--- config.mk ---
export PLATFORM = sky130hd
export DESIGN_NAME = dadda_mul_tree
export DESIGN_NICKNAME = d
export VERILOG_FILES = /design/src/rtl/dadda_pkg.sv /design/src/rtl/dadda_fa.sv /design/src/rtl/dadda_ha.sv /design/src/rtl/dadda_reduce.sv /design/src/rtl/dadda_cla.sv /design/src/rtl/dadda_mul_tree.sv
export SDC_FILE = /design/constraint.sdc
export NUM_CORES = 1
export LEC_CHECK = 0
export BUFFER_PORTS_ARGS = -buffer_cell sky130_fd_sc_hd__buf_4
export CORE_AREA = 8 8 184 186
export DETAILED_ROUTE_END_ITERATION = 12
export DIE_AREA = 0 0 192 194
export PLACE_DENSITY = 0.61
export SETUP_SLACK_MARGIN = 0.3
export SLEW_MARGIN = 20
export SYNTH_ARGS = -nofsm -noshare
export SYNTH_HDL_FRONTEND = slang
export SYNTH_HIERARCHICAL = 1
export SYNTH_SLANG_ARGS = --single-unit
--- constraint.sdc ---
create_clock -name clk -period 0.8 [get_ports clk]
set_input_delay 0.08 -clock clk [delete_from_list [all_inputs] [get_ports clk]]
set_output_delay 0.08 -clock clk [all_outputs]
set_load 0.01 [all_outputs]
--- src/rtl/dadda_pkg.sv ---
package dadda_pkg;

    localparam int MAX_COLS = 256;

    typedef enum logic [1:0] {
        PL_HEIGHT,
        PL_CIN,
        PL_FA,
        PL_HA
    } plan_sel_e;

    // Largest Dadda limit strictly below n (sequence 2,3,4,6,9,13,...)
    function automatic int limit_below(input int n);
        int d;
        int nx;
        d  = 2;
        nx = (d * 3) / 2;
        while (nx < n) begin
            d  = nx;
            nx = (d * 3) / 2;
        end
        return d;
    endfunction

    function automatic int num_stages(input int n);
        int h;
        int cnt;
        h   = n;
        cnt = 0;
        while (h > 2) begin
            h   = limit_below(h);
            cnt = cnt + 1;
        end
        return cnt;
    endfunction

    function automatic int stage_limit(input int n, input int s);
        int h;
        h = n;
        for (int i = 0; i <= s; i++) h = limit_below(h);
        return h;
    endfunction

    // Counter placement for column c entering stage s
    function automatic int col_plan(input int n, input int w, input int s,
                                    input int c, input plan_sel_e what);
        int h [MAX_COLS];
        int cin;
        int d;
        int e;
        int f;
        int ha;
        for (int col = 0; col < MAX_COLS; col++) h[col] = n;
        for (int st = 0; st <= s; st++) begin
            d   = stage_limit(n, st);
            cin = 0;
            for (int col = 0; col < w; col++) begin
                e = h[col] + cin - d;
                if (e > 0) begin
                    f  = e / 2;
                    ha = e % 2;
                end else begin
                    f  = 0;
                    ha = 0;
                end
                if (st == s && col == c) begin
                    unique case (what)
                        PL_HEIGHT: return h[col];
                        PL_CIN:    return cin;
                        PL_FA:     return f;
                        PL_HA:     return ha;
                    endcase
                end
                h[col] = h[col] + cin - 2 * f - ha;
                cin    = f + ha;
            end
        end
        return 0;
    endfunction

endpackage

--- src/rtl/dadda_fa.sv ---
module dadda_fa (
    input  logic a_i,
    input  logic b_i,
    input  logic c_i,
    output logic sum_o,
    output logic cy_o
);
    logic x;
    assign x     = a_i ^ b_i;
    assign sum_o = x ^ c_i;
    assign cy_o  = (a_i & b_i) | (c_i & x);
endmodule

--- src/rtl/dadda_ha.sv ---
module dadda_ha (
    input  logic a_i,
    input  logic b_i,
    output logic sum_o,
    output logic cy_o
);
    assign sum_o = a_i ^ b_i;
    assign cy_o  = a_i & b_i;
endmodule

--- src/rtl/dadda_reduce.sv ---
module dadda_reduce
    import dadda_pkg::*;
#(
    parameter int NROWS = 9,
    parameter int W     = 48
) (
    input  logic [NROWS*W-1:0] rows_i,
    output logic [W-1:0]       row_a_o,
    output logic [W-1:0]       row_b_o
);
    localparam int NSTG = num_stages(NROWS);

    logic [NROWS-1:0] in0 [W];
    logic [NROWS-1:0] mat [1:NSTG][W];
    logic [NROWS-1:0] cyv [NSTG][W];

    always_comb begin
        for (int c = 0; c < W; c++)
            for (int r = 0; r < NROWS; r++)
                in0[c][r] = rows_i[r*W + c];
    end

    for (genvar s = 0; s < NSTG; s++) begin : g_stg
        for (genvar c = 0; c < W; c++) begin : g_col
            localparam int H  = col_plan(NROWS, W, s, c, PL_HEIGHT);
            localparam int CI = col_plan(NROWS, W, s, c, PL_CIN);
            localparam int F  = col_plan(NROWS, W, s, c, PL_FA);
            localparam int HA = col_plan(NROWS, W, s, c, PL_HA);
            localparam int NH = col_plan(NROWS, W, s + 1, c, PL_HEIGHT);
            localparam int P  = H - 3 * F - 2 * HA;

            logic [NROWS-1:0] cur;
            logic [NROWS-1:0] cin_v;
            logic [NROWS-1:0] nxt;
            logic [NROWS-1:0] cyl;

            if (s == 0) begin : g_src0
                assign cur = in0[c];
            end else begin : g_srcn
                assign cur = mat[s][c];
            end

            if (c == 0) begin : g_cin0
                assign cin_v = '0;
            end else begin : g_cinn
                assign cin_v = cyv[s][c-1];
            end

            for (genvar k = 0; k < F; k++) begin : g_fa
                dadda_fa u_fa (
                    .a_i  (cur[3*k]),
                    .b_i  (cur[3*k+1]),
                    .c_i  (cur[3*k+2]),
                    .sum_o(nxt[k]),
                    .cy_o (cyl[k])
                );
            end

            if (HA == 1) begin : g_ha
                dadda_ha u_ha (
                    .a_i  (cur[3*F]),
                    .b_i  (cur[3*F+1]),
                    .sum_o(nxt[F]),
                    .cy_o (cyl[F])
                );
            end

            for (genvar j = 0; j < P; j++) begin : g_pass
                assign nxt[F+HA+j] = cur[3*F+2*HA+j];
            end

            for (genvar j = 0; j < CI; j++) begin : g_carry
                assign nxt[F+HA+P+j] = cin_v[j];
            end

            if (NH < NROWS) begin : g_nz
                assign nxt[NROWS-1:NH] = '0;
            end

            if (F + HA < NROWS) begin : g_cz
                assign cyl[NROWS-1:F+HA] = '0;
            end

            assign mat[s+1][c] = nxt;
            assign cyv[s][c]   = cyl;
        end
    end

    for (genvar c = 0; c < W; c++) begin : g_out
        assign row_a_o[c] = mat[NSTG][c][0];
        assign row_b_o[c] = mat[NSTG][c][1];
    end

endmodule

--- src/rtl/dadda_cla.sv ---
module dadda_cla #(
    parameter int W  = 48,
    parameter int GW = 4
) (
    input  logic [W-1:0] a_i,
    input  logic [W-1:0] b_i,
    output logic [W-1:0] sum_o
);
    localparam int NG = W / GW;

    logic [W-1:0]  p;
    logic [W-1:0]  g;
    logic [W-1:0]  cy;
    logic [NG-1:0] grp_g;
    logic [NG-1:0] grp_p;
    logic [NG-1:0] grp_c;

    always_comb begin
        p = a_i ^ b_i;
        g = a_i & b_i;
        for (int gi = 0; gi < NG; gi++) begin
            grp_g[gi] = 1'b0;
            grp_p[gi] = 1'b1;
            for (int k = 0; k < GW; k++) begin
                grp_g[gi] = g[gi*GW+k] | (p[gi*GW+k] & grp_g[gi]);
                grp_p[gi] = grp_p[gi] & p[gi*GW+k];
            end
        end
        grp_c[0] = 1'b0;
        for (int gi = 1; gi < NG; gi++)
            grp_c[gi] = grp_g[gi-1] | (grp_p[gi-1] & grp_c[gi-1]);
        for (int gi = 0; gi < NG; gi++) begin
            cy[gi*GW] = grp_c[gi];
            for (int k = 1; k < GW; k++)
                cy[gi*GW+k] = g[gi*GW+k-1] | (p[gi*GW+k-1] & cy[gi*GW+k-1]);
        end
        sum_o = p ^ cy;
    end

endmodule

--- src/rtl/dadda_mul_tree.sv ---
module dadda_mul_tree #(
    parameter int NROWS   = 9,
    parameter int W       = 48,
    parameter int GW      = 4,
    parameter bit REG_OUT = 1'b1
) (
    input  logic               clk,
    input  logic               rst_n,
    input  logic [NROWS*W-1:0] rows_i,
    output logic [W-1:0]       prod_o
);
    logic [W-1:0] row_a;
    logic [W-1:0] row_b;
    logic [W-1:0] sum;

    dadda_reduce #(.NROWS(NROWS), .W(W)) u_reduce (
        .rows_i (rows_i),
        .row_a_o(row_a),
        .row_b_o(row_b)
    );

    dadda_cla #(.W(W), .GW(GW)) u_cla (
        .a_i  (row_a),
        .b_i  (row_b),
        .sum_o(sum)
    );

    if (REG_OUT) begin : g_reg
        always_ff @(posedge clk or negedge rst_n) begin
            if (!rst_n) prod_o <= '0;
            else        prod_o <= sum;
        end
    end else begin : g_comb
        assign prod_o = sum;
    end

endmodule

==> results.py, run 1 <==
metrics = {
    "status": {
        "run_status": "finished, violations left",
        "violations": "setup timing",
    },
    "timing": {
        "rsz0062_at_grt": "true",
        "worstMarginPinSlew_ps": 376,
        "fin_crit_ps": 5270,
        "clock.fmax_mhz": 190,
        "finalSetupViolCount": 96,
        "finalCritPeriodShare": 6.59,
        "finalHoldViolations": 0,
        "setup_ws_ps": -4470,
        "slew_violations": 0,
        "maxSlewHeadroom": 0.749,
    },
    "placed_design": {
        "portBuffers": 481,
        "dp_hpwl_um": 29500,
        "dpl_worst_slack_ps": -4930,
        "gp_congestion": 0.813,
    },
    "grt": {
        "overflow": 0,
        "grt_pass1_wl_um": 47900,
        "grt_pass1_vias": 8903,
        "grtUsageTotal": 0.167,
        "grt_max_degree": 44,
        "antenna_found_initial": 0,
    },
    "floorplan": {
        "rows": 65,
        "die_width_um": 192,
        "io_pins": 482,
        "initial_core_util": 0.322,
        "core_um2": 31100,
        "dieArea_um2": 37200,
        "die_h_um": 194,
    },
    "synthesis": {
        "synth-xor-area-share": 0.0105,
        "synth_adder_area_share": 0.787,
        "synth-simple-area-share": 0.0166,
        "synth_area_um2": 10000,
        "synth_warnings": 6,
        "synthFlopType": "dfrtp_1",
        "netlist_instances": 592,
        "synth_compound_area_frac": 0.0291,
        "synth_top_family_by_area": "adder cells",
        "synth_cell_type_count": 33,
        "synth_edf_count": 0,
        "synth_mux_area_frac": 0,
        "async_flop_share": 1.00,
        "avgSynthCellArea_um2": 16.9,
        "ys_seq_elements": 48,
        "syn-num-nets": 1437,
        "yosysSeqAreaShare": 0.120,
    },
    "detailed_routing": {
        "drt-total-wl_um": 30300,
        "antenna_left": 0,
        "routedWlPerCell_um": 20.1,
        "drc_errors": 0,
        "via_per_inst": 4.39,
        "firstDrtPassIters": 4,
        "drt_iter0_drc": 95,
        "vias": 6620,
    },
    "cts": {
        "cts_max_path_buffers": 2,
        "htree_num_levels": 2,
        "cts_tree": "built",
        "clk_pin_slew_worst_paths_ps": 70,
        "cts_sinks": 48,
        "cts_buffers": 5,
        "root_buffer": "clkbuf_16",
    },
    "cells_and_area": {
        "top_regs": "prod_o x48",
        "final.fill_count": 2829,
        "drive_gt1_frac": 0.555,
        "nets": 1952,
        "syn_to_final_growth_pct": 48.3,
        "largest_reg_flops": 48,
        "diodes": 0,
        "largest-register": "prod_o",
    },
    "min_path": {
        "hold_path.class": "input pin to register",
        "holdPathStages": 2,
        "hold_start": "rows_i[384]",
        "whs_endpoint": "prod_o[0]$_DFF_PN0_",
    },
    "power": {
        "ir_drop_v": 0.00239,
        "power.leakage_nw": 6.63,
        "power_mw": 62.8,
        "power_density_nw_per_um2": 4230,
    },
    "worst_setup_path": {
        "cp_max_fo": 2,
        "cp.required_ps": 980,
        "critPathKind": "input pin to register",
        "cp.arrival_ps": 5460,
        "end_kind": "register",
        "startpoint_type": "input pin",
    },
    "flow_run": {
        "cap_violations": 0,
    },
}
## layout make-up
type / count / area, um^2 / share of cell area
Timing Repair Buffer: 556 / 4400 / 0.296
Tap cell: 402 / 503 / 0.0339
Inverter: 2 / 7.51 / 0.000505
Multi-Input combinational cell: 494 / 8600 / 0.579
Clock inverter: 1 / 8.76 / 0.000590
Sequential cell: 48 / 1200 / 0.0809
Clock buffer: 6 / 139 / 0.00935
## worst max-delay path: stages
cell and delay, ps:
buf_6 90, fa_1 560, fa_1 450, fa_1 520, fa_1 450, fa_2 380
fa_2 350, fa_2 360, nand3_2 100, nor2_4 40, o311ai_4 250, a41oi_2 190
a31o_1 230, o221a_1 240, fa_2 350, fa_2 340, fa_2 350, xnor2_1 130
## per-stage QoR
stage,std cells,hold slack [ps],area (um^2),utilization,TNS [ps]
global route,1509,11.6,14900,0.478,-196040
CTS,1509,22.2,14800,0.478,-189160
global placement,1498,-100,14400,0.463,-197700
detailed placement,1498,-100,14400,0.463,-199370
floorplan,592,-216,10100,-,-180080
finish,1509,31.9,14900,0.478,-186530
## cells by family after synthesis
| group | after synthesis |
|---|---|
| simple gates | 31 |
| flops | 48 |
| compound gates | 40 |
| fa+ha+maj | 411 |
| buf+inv | 50 |
| xor+xnor | 12 |
## where the power goes
group	leakage, nW	internal [mW]	total (mW)	switching (mW)
clock	0.0729	1.24	2.23	0.997
sequential	0.559	4.82	5.52	0.701
combinational	5.99	29.2	55.1	25.8
## routing by layer
metal / vias to the layer above / global-route usage / share of wire
met3: 14 / 0.0603 / 0.11
met5: - / 0 / 0
li1: 2872 / - / -
met4: 0 / 0.0190 / 0.0091
met2: 296 / 0.333 / 0.58
met1: 3438 / 0.164 / 0.30
## cells in the final DEF (no fill, tap or decap), types with 2 or more instances in the layout
cell type,instances
a21o_1,5
buf_4,499
nand3_1,3
clkbuf_16,5
ha_1,43
a21oi_1,15
dfrtp_1,48
nand4_1,5
ha_4,3
a21oi_2,3
xnor2_1,2
nor2_1,4
inv_1,2
o21ai_0,5
fa_1,332
xor2_1,10
buf_6,55
fa_2,33
nand2_1,9
nor2_4,2
## synth_stat cells, types with 2 or more instances
cell type | number | area (um^2)
inv_1 | 2 | 7.51
a21oi_1 | 16 | 80.1
nor2_1 | 5 | 18.8
buf_4 | 48 | 360
nand3_1 | 4 | 20.0
a21o_1 | 5 | 37.5
nand4_1 | 5 | 31.3
o21ai_0 | 6 | 30.0
fa_1 | 365 | 7310
xnor2_1 | 2 | 17.5
a21oi_2 | 2 | 17.5
nand2_1 | 10 | 37.5
ha_1 | 46 | 576
xor2_1 | 10 | 87.6
dfrtp_1 | 48 | 1200
## timing repair
| item | 4_1_cts | 5_1_grt |
|---|---|---|
| setup endpoints to repair | 96 | 139 |
| setup buffers | 3 | 0 |
| hold endpoints to repair | 48 | 48 |
| pin swaps | 10 | 5 |
| hold buffers | 1 | 1 |
| resized for setup | 70 | 2 |
| gates cloned | 0 | 0 |
## worst max-delay path by stage
stage	start	to	slack [ps]	cells past startpoint
after floorplan	rows_i[145]	prod_o[47]$_DFF_PN0_	-4490	17
after global placement	rows_i[145]	prod_o[47]$_DFF_PN0_	-4880	18
after detailed placement	rows_i[145]	prod_o[47]$_DFF_PN0_	-4930	18
after CTS	rows_i[241]	prod_o[47]$_DFF_PN0_	-4540	18
after global routing	rows_i[241]	prod_o[47]$_DFF_PN0_	-4650	18
final	rows_i[241]	prod_o[47]$_DFF_PN0_	-4470	18
Note: power is estimated with default switching activity, not from simulation.
==> inputs of run 2 (changes only) <==
--- a/config.mk
+++ b/config.mk
@@ -5,11 +5,12 @@
 export SDC_FILE = /design/constraint.sdc
 export NUM_CORES = 1
 export LEC_CHECK = 0
+export ABC_AREA = 1
 export BUFFER_PORTS_ARGS = -buffer_cell sky130_fd_sc_hd__buf_4
-export CORE_AREA = 8 8 184 186
+export CORE_AREA = 8 8 180 182
 export DETAILED_ROUTE_END_ITERATION = 12
-export DIE_AREA = 0 0 192 194
-export PLACE_DENSITY = 0.61
+export DIE_AREA = 0 0 188 190
+export PLACE_DENSITY = 0.63
 export SETUP_SLACK_MARGIN = 0.3
 export SLEW_MARGIN = 20
 export SYNTH_ARGS = -nofsm -noshare
==> run 2 against run 1 <==
Net effect: the flow finishes with violations (hold timing, setup timing); combinational power is 2% higher; count of clock-buffer cells in the layout up 2; synthesized area decreased by 0.27%; via count rose by 0.11%; clock power about the same; non-clock buffer count is 9 higher; largest cell class unchanged; largest power group unchanged.
==> results.py, run 2 <==
metrics = {
    "cells_and_area": {
        "syn_to_final_growth_pct": 48.4,
        "top_regs": "prod_o x48",
        "largest_reg_flops": 48,
        "diodes": 0,
        "mostFrequentLayoutCells": "buf_4 (509), fa_1 (331), buf_6 (55)",
        "fin_util": 0.504,
        "final_common_cell": "buf_4",
        "largest-register": "prod_o",
        "nets": 1973,
        "final.fill_count": 2566,
        "drive_gt1_frac": 0.562,
    },
    "worst_setup_path": {
        "cp.arrival_ps": 5750,
        "cp_max_fo": 2,
        "crit_cells": 34,
        "path_delay_family": "adder cells",
        "max_stage_delay_ps": 560,
        "critPathMostFrequentCell": "nand2_2",
        "slowest_stage": "fa_1",
        "end_kind": "register",
        "cp.required_ps": 980,
        "timing.critical_path.buf_inv": 1,
        "critPathKind": "input pin to register",
        "startpoint_type": "input pin",
    },
    "synthesis": {
        "netlist_top_cells_area": "fa_1 (73%), dfrtp_1 (12%), ha_1 (5.8%), buf_4 (3.6%), nand2_2 (1.1%)",
        "synth_largest_area_cell": "fa_1",
        "synth.most_common_cell": "fa_1",
        "async_flop_share": 1.00,
        "synth_cell_type_count": 17,
        "synthFlopType": "dfrtp_1",
        "synth_area_um2": 9990,
        "synth_warnings": 6,
        "netlist_instances": 604,
        "ys_seq_elements": 48,
        "synth_top_area_frac": 0.732,
        "syn-num-nets": 1449,
        "synth_edf_count": 0,
        "avgSynthCellArea_um2": 16.5,
        "yosysSeqAreaShare": 0.120,
        "ys_top_cells_by_count": "fa_1 (365), buf_4 (48), dfrtp_1 (48), ha_1 (46), nand2_1 (25)",
    },
    "cts": {
        "cts_buffers": 5,
        "cts_tree": "built",
        "clk_pin_slew_worst_paths_ps": 70,
        "cts_max_path_buffers": 2,
        "cts_sinks": 48,
        "root_buffer": "clkbuf_16",
        "htree_num_levels": 2,
    },
    "floorplan": {
        "core_um2": 29400,
        "die_h_um": 190,
        "die_width_um": 188,
        "dieArea_um2": 35700,
        "io_pins": 482,
        "rows": 63,
        "initial_core_util": 0.340,
    },
    "grt": {
        "antenna_found_initial": 0,
        "grt_pass1_wl_um": 47200,
        "overflow": 0,
        "grt_max_degree": 49,
        "grt_pass1_vias": 8794,
        "grtUsageTotal": 0.173,
    },
    "detailed_routing": {
        "firstDrtPassIters": 4,
        "via_per_inst": 4.36,
        "routedWlPerCell_um": 19.7,
        "antenna_left": 0,
        "drt-total-wl_um": 29900,
        "drt_iter0_drc": 106,
        "drc_errors": 0,
        "vias": 6627,
    },
    "placed_design": {
        "gp_congestion": 0.823,
        "dp_hpwl_um": 29300,
        "portBuffers": 481,
        "dpl_worst_slack_ps": -5190,
    },
    "timing": {
        "clock.fmax_mhz": 180,
        "holdWs_ps": -242,
        "maxSlewHeadroom": 0.806,
        "worstMarginPinSlew_ps": 291,
        "slew_violations": 0,
        "setup_ws_ps": -4770,
        "finalCritPeriodShare": 6.96,
        "finalSetupViolCount": 96,
        "fin_crit_ps": 5570,
        "rsz0062_at_grt": "true",
        "finalHoldViolations": 48,
    },
    "power": {
        "power.internal_mw": 36.7,
        "power.leakage_nw": 6.66,
        "ir_drop_v": 0.00209,
        "power_density_nw_per_um2": 4310,
        "p_sw_frac": 0.425,
        "power_frac_comb": 0.881,
        "p_seq_frac": 0.085,
        "p_sw_mw": 27.1,
        "clkPwrFrac": 0.034,
    },
    "status": {
        "run_status": "finished, violations left",
        "violations": "hold timing, setup timing",
    },
    "min_path": {
        "hold_path.class": "input pin to asynchronous set/reset pin",
    },
    "flow_run": {
        "cap_violations": 0,
    },
}
==> run 2: cell types whose count changed after synthesis, moves of 5 or more <==
| cell | delta |
|---|---|
| nand4_1 | -5 |
| o21a_2 | +6 |
| o21ai_0 | -6 |
| nand2_2 | +17 |
| a21o_1 | -5 |
| nor2_1 | +5 |
| nand2_1 | +15 |
==> run 2: metrics by stage <==
step,power (mW),TNS (ps),hold WS (ps),area (um^2),std cells
after floorplan,39.0,-182180,-216,10000,604
after global placement,56.8,-200320,84.0,14300,1501
after detailed placement,59.3,-202860,86.5,14300,1501
after CTS,65.0,-192400,-242,14800,1516
after global routing,72.9,-202400,-230,14800,1519
final,63.9,-190080,-242,14800,1519
==> run 2: logic make-up (layout without fill, tap and decap cells) <==
group	count (synthesis)	after routing	synth area share
fa+ha+maj	411	411	0.789
simple gates	55	55	0.0254
buf+inv	51	576	0.0372
flops	48	48	0.120
compound gates	27	27	0.0173
xor+xnor	12	12	0.0105
==> run 2: worst max path at each step <==
stage                startpoint                   end
floorplan           rows_i[145]  prod_o[47]$_DFF_PN0_
global placement    rows_i[145]  prod_o[47]$_DFF_PN0_
detailed placement  rows_i[145]  prod_o[47]$_DFF_PN0_
CTS                   rows_i[1]  prod_o[46]$_DFF_PN0_
global route         rows_i[97]  prod_o[47]$_DFF_PN0_
finish               rows_i[97]  prod_o[47]$_DFF_PN0_
==> run 2: power by group through the flow <==
| stage | combinational (mW) | clock (mW) | sequential [mW] |
|---|---|---|---|
| after floorplan | 33.2 | 0 | 5.85 |
| after CTS | 57.2 | 2.31 | 5.45 |
| after detailed placement | 54.1 | 0 | 5.22 |
| after global placement | 51.6 | 0 | 5.21 |
| final | 56.2 | 2.20 | 5.42 |
| after global routing | 64.9 | 2.42 | 5.54 |
==> run 2: final cells by class <==
type	count	area, um^2	share of cell area
Sequential cell	48	1200	0.0810
Inverter	3	11.3	0.000760
Multi-Input combinational cell	505	8520	0.575
Timing Repair Buffer	565	4460	0.301
Clock buffer	8	146	0.00988
Tap cell	390	488	0.0329
==> run 2: what timing repair did <==
item	in CTS	in global routing
pin swaps	9	12
buffers inserted	7	3
resized for setup	68	5
hold endpoints to repair	48	48
endpoints found under the setup margin	96	96
==> run 2: metal layers <==
layer / part of all wire / global-route usage / vias to the layer above
met1: 0.32 / 0.172 / 3434
met4: 0.0081 / 0.0236 / 0
li1: - / - / 2884
met5: 0 / 0 / -
met2: 0.58 / 0.340 / 297
met3: 0.095 / 0.0661 / 12
==> inputs of run 3 (changes only) <==
--- a/config.mk
+++ b/config.mk
@@ -10,7 +10,7 @@
 export CORE_AREA = 8 8 180 182
 export DETAILED_ROUTE_END_ITERATION = 12
 export DIE_AREA = 0 0 188 190
-export PLACE_DENSITY = 0.63
+export PLACE_DENSITY_LB_ADDON = 0.15
 export SETUP_SLACK_MARGIN = 0.3
 export SLEW_MARGIN = 20
 export SYNTH_ARGS = -nofsm -noshare
==> run 3 against run 2 <==
Net effect: the run still ends with hold timing, setup timing left; combinational power decreased by 1%; via count down 1.1%; hold slack improved by 210 ps; non-clock buffer count shrank 1; wire length decreased by 3.3%; power down 0.49%; worst setup slack improved by 11 ps; sequential power about the same; utilization increased by 0.46 points; critical path type unchanged; largest power group unchanged.
==> results.py, run 3 (synthesis gave the netlist of run 2 again) <==
metrics = {
    "cells_and_area": {
        "largest-register": "prod_o",
        "top_regs": "prod_o x48",
        "fin_area_um2": 15000,
        "diodes": 0,
        "syn_to_final_growth_pct": 49.8,
        "nets": 1972,
        "drive_gt1_frac": 0.566,
        "seq_area_um2": 1200,
        "final.fill_count": 2635,
        "largest_reg_flops": 48,
        "multi_input_area_um2": 8560,
        "mostFrequentLayoutCells": "buf_4 (499), fa_1 (330), buf_6 (61)",
        "final_common_cell": "buf_4",
    },
    "worst_setup_path": {
        "slowest_stage": "fa_1",
        "cp.required_ps": 980,
        "critPathKind": "input pin to register",
        "end_kind": "register",
        "startpoint_type": "input pin",
        "cp.arrival_ps": 5740,
        "critPathMostFrequentCell": "nand2_2",
        "max_stage_delay_ps": 550,
        "cp_max_fo": 2,
    },
    "power": {
        "power_mw": 63.6,
        "ir_drop_v": 0.00196,
        "power_density_nw_per_um2": 4250,
        "p_sw_mw": 26.7,
        "clkPwrFrac": 0.041,
        "power_frac_comb": 0.874,
        "p_seq_frac": 0.085,
        "power.internal_mw": 36.8,
        "p_sw_frac": 0.420,
        "power.leakage_nw": 6.71,
    },
    "cts": {
        "clk_pin_slew_worst_paths_ps": 70,
        "root_buffer": "clkbuf_16",
        "hold_buffers": 1,
        "htree_num_levels": 2,
        "cts_tree": "built",
        "cts_max_path_buffers": 2,
        "cts_buffers": 5,
        "cts_sinks": 48,
    },
    "placed_design": {
        "portBuffers": 481,
        "gp_congestion": 0.792,
        "place_area_um2": 14300,
        "dp_hpwl_um": 28100,
    },
    "timing": {
        "finalCritPeriodShare": 6.95,
        "holdWs_ps": -35.1,
        "setup_ws_ps": -4760,
        "finalHoldViolations": 48,
        "rsz0062_at_grt": "true",
        "worstMarginPinSlew_ps": 200,
        "clock.fmax_mhz": 180,
        "fin_crit_ps": 5560,
        "slew_violations": 0,
        "finalSetupViolCount": 96,
        "maxSlewHeadroom": 0.866,
        "setup_tns_ps": -192320,
    },
    "detailed_routing": {
        "via_per_inst": 4.32,
        "routedWlPerCell_um": 19.1,
        "drc_errors": 0,
        "drt_iter0_drc": 67,
        "vias": 6552,
        "antenna_left": 0,
        "drt-total-wl_um": 29000,
        "firstDrtPassIters": 4,
    },
    "floorplan": {
        "rows": 63,
        "die_width_um": 188,
        "initial_core_util": 0.340,
        "die_h_um": 190,
        "core_um2": 29400,
        "dieArea_um2": 35700,
        "io_pins": 482,
    },
    "grt": {
        "grt_pass1_vias": 8644,
        "use_met1": 0.173,
        "overflow": 0,
        "grtUsageTotal": 0.164,
        "grt_max_degree": 29,
        "grt-busiest-layer": "met2",
        "use_met3": 0.0558,
        "grt_pass1_wl_um": 45100,
        "antenna_found_initial": 0,
        "grt_util_met2": 0.316,
    },
    "status": {
        "run_status": "finished, violations left",
        "violations": "hold timing, setup timing",
    },
    "min_path": {
        "hold_path.class": "input pin to asynchronous set/reset pin",
    },
    "flow_run": {
        "cap_violations": 0,
    },
}
==> run 3: cell types whose count changed in the layout (fill, tap and decap cells not counted), sizes merged <==
cell	delta
buf	-3
bufinv	+1
dlymetal6s4s	+1
==> run 3: what timing repair did <==
item / 4_1_cts / 5_1_grt
pin swaps: 8 / 20
hold endpoints to repair: 49 / 20
buffers inserted: 6 / 6
cloned: 0 / 2
endpoints found under the setup margin: 96 / 124
resized for setup: 70 / 15
==> run 3: area by class of cell <==
| cell class | instances | share of cell area |
|---|---|---|
| clock inverter | 1 | 0.00201 |
| inverter | 3 | 0.000753 |
| clock buffer | 7 | 0.0102 |
| timing repair buffer | 564 | 0.302 |
| multi-input combinational | 505 | 0.573 |
| sequential | 48 | 0.0803 |
| tap | 390 | 0.0326 |
==> run 3: power groups by stage <==
stage | clock network, mW | registers (mW) | logic, mW
2_1_floorplan | 0 | 5.85 | 33.2
3_3_place_gp | 0 | 5.20 | 51.0
3_5_place_dp | 0 | 5.21 | 52.3
4_1_cts | 2.76 | 5.43 | 55.6
5_1_grt | 2.81 | 5.53 | 64.2
6_report | 2.61 | 5.40 | 55.5
==> run 3: path summary, 6_finish.rpt <==
kind	end	startpoint	slack, ps	cells after the start
setup / recovery	prod_o[31]$_DFF_PN0_	rows_i[145]	-4760	30
hold / removal	prod_o[19]$_DFF_PN0_	rst_n	-40	3
max in group asynchronous	prod_o[15]$_DFF_PN0_	rst_n	690	3
min in group clk	prod_o[0]$_DFF_PN0_	rows_i[384]	20	2
==> run 3: per-layer routing <==
metal | up-vias | part of all wire
met3 | 12 | 0.080
met4 | 0 | 0.0073
li1 | 2878 | -
met5 | - | 0
met1 | 3398 | 0.34
met2 | 264 | 0.57
==> run 3: through the flow <==
stage               std cells  setup WS [ps]  hold slack [ps]  utilization
floorplan                 604          -4740             -216            -
global placement         1495          -5140             39.5        0.487
detailed placement       1495          -5180             38.2        0.487
CTS                      1510          -4830            -1.03        0.503
global route             1518          -5030            -5.55        0.509
finish                   1518          -4760            -35.1        0.509
==> run 3: worst max-delay path: cells and delay by family <==
family,cells,cell delay (ps)
adder cells (fa/ha/maj),10,4070
AND/OR/NAND/NOR,14,890
buffers and inverters,5,550
XOR/XNOR,1,140
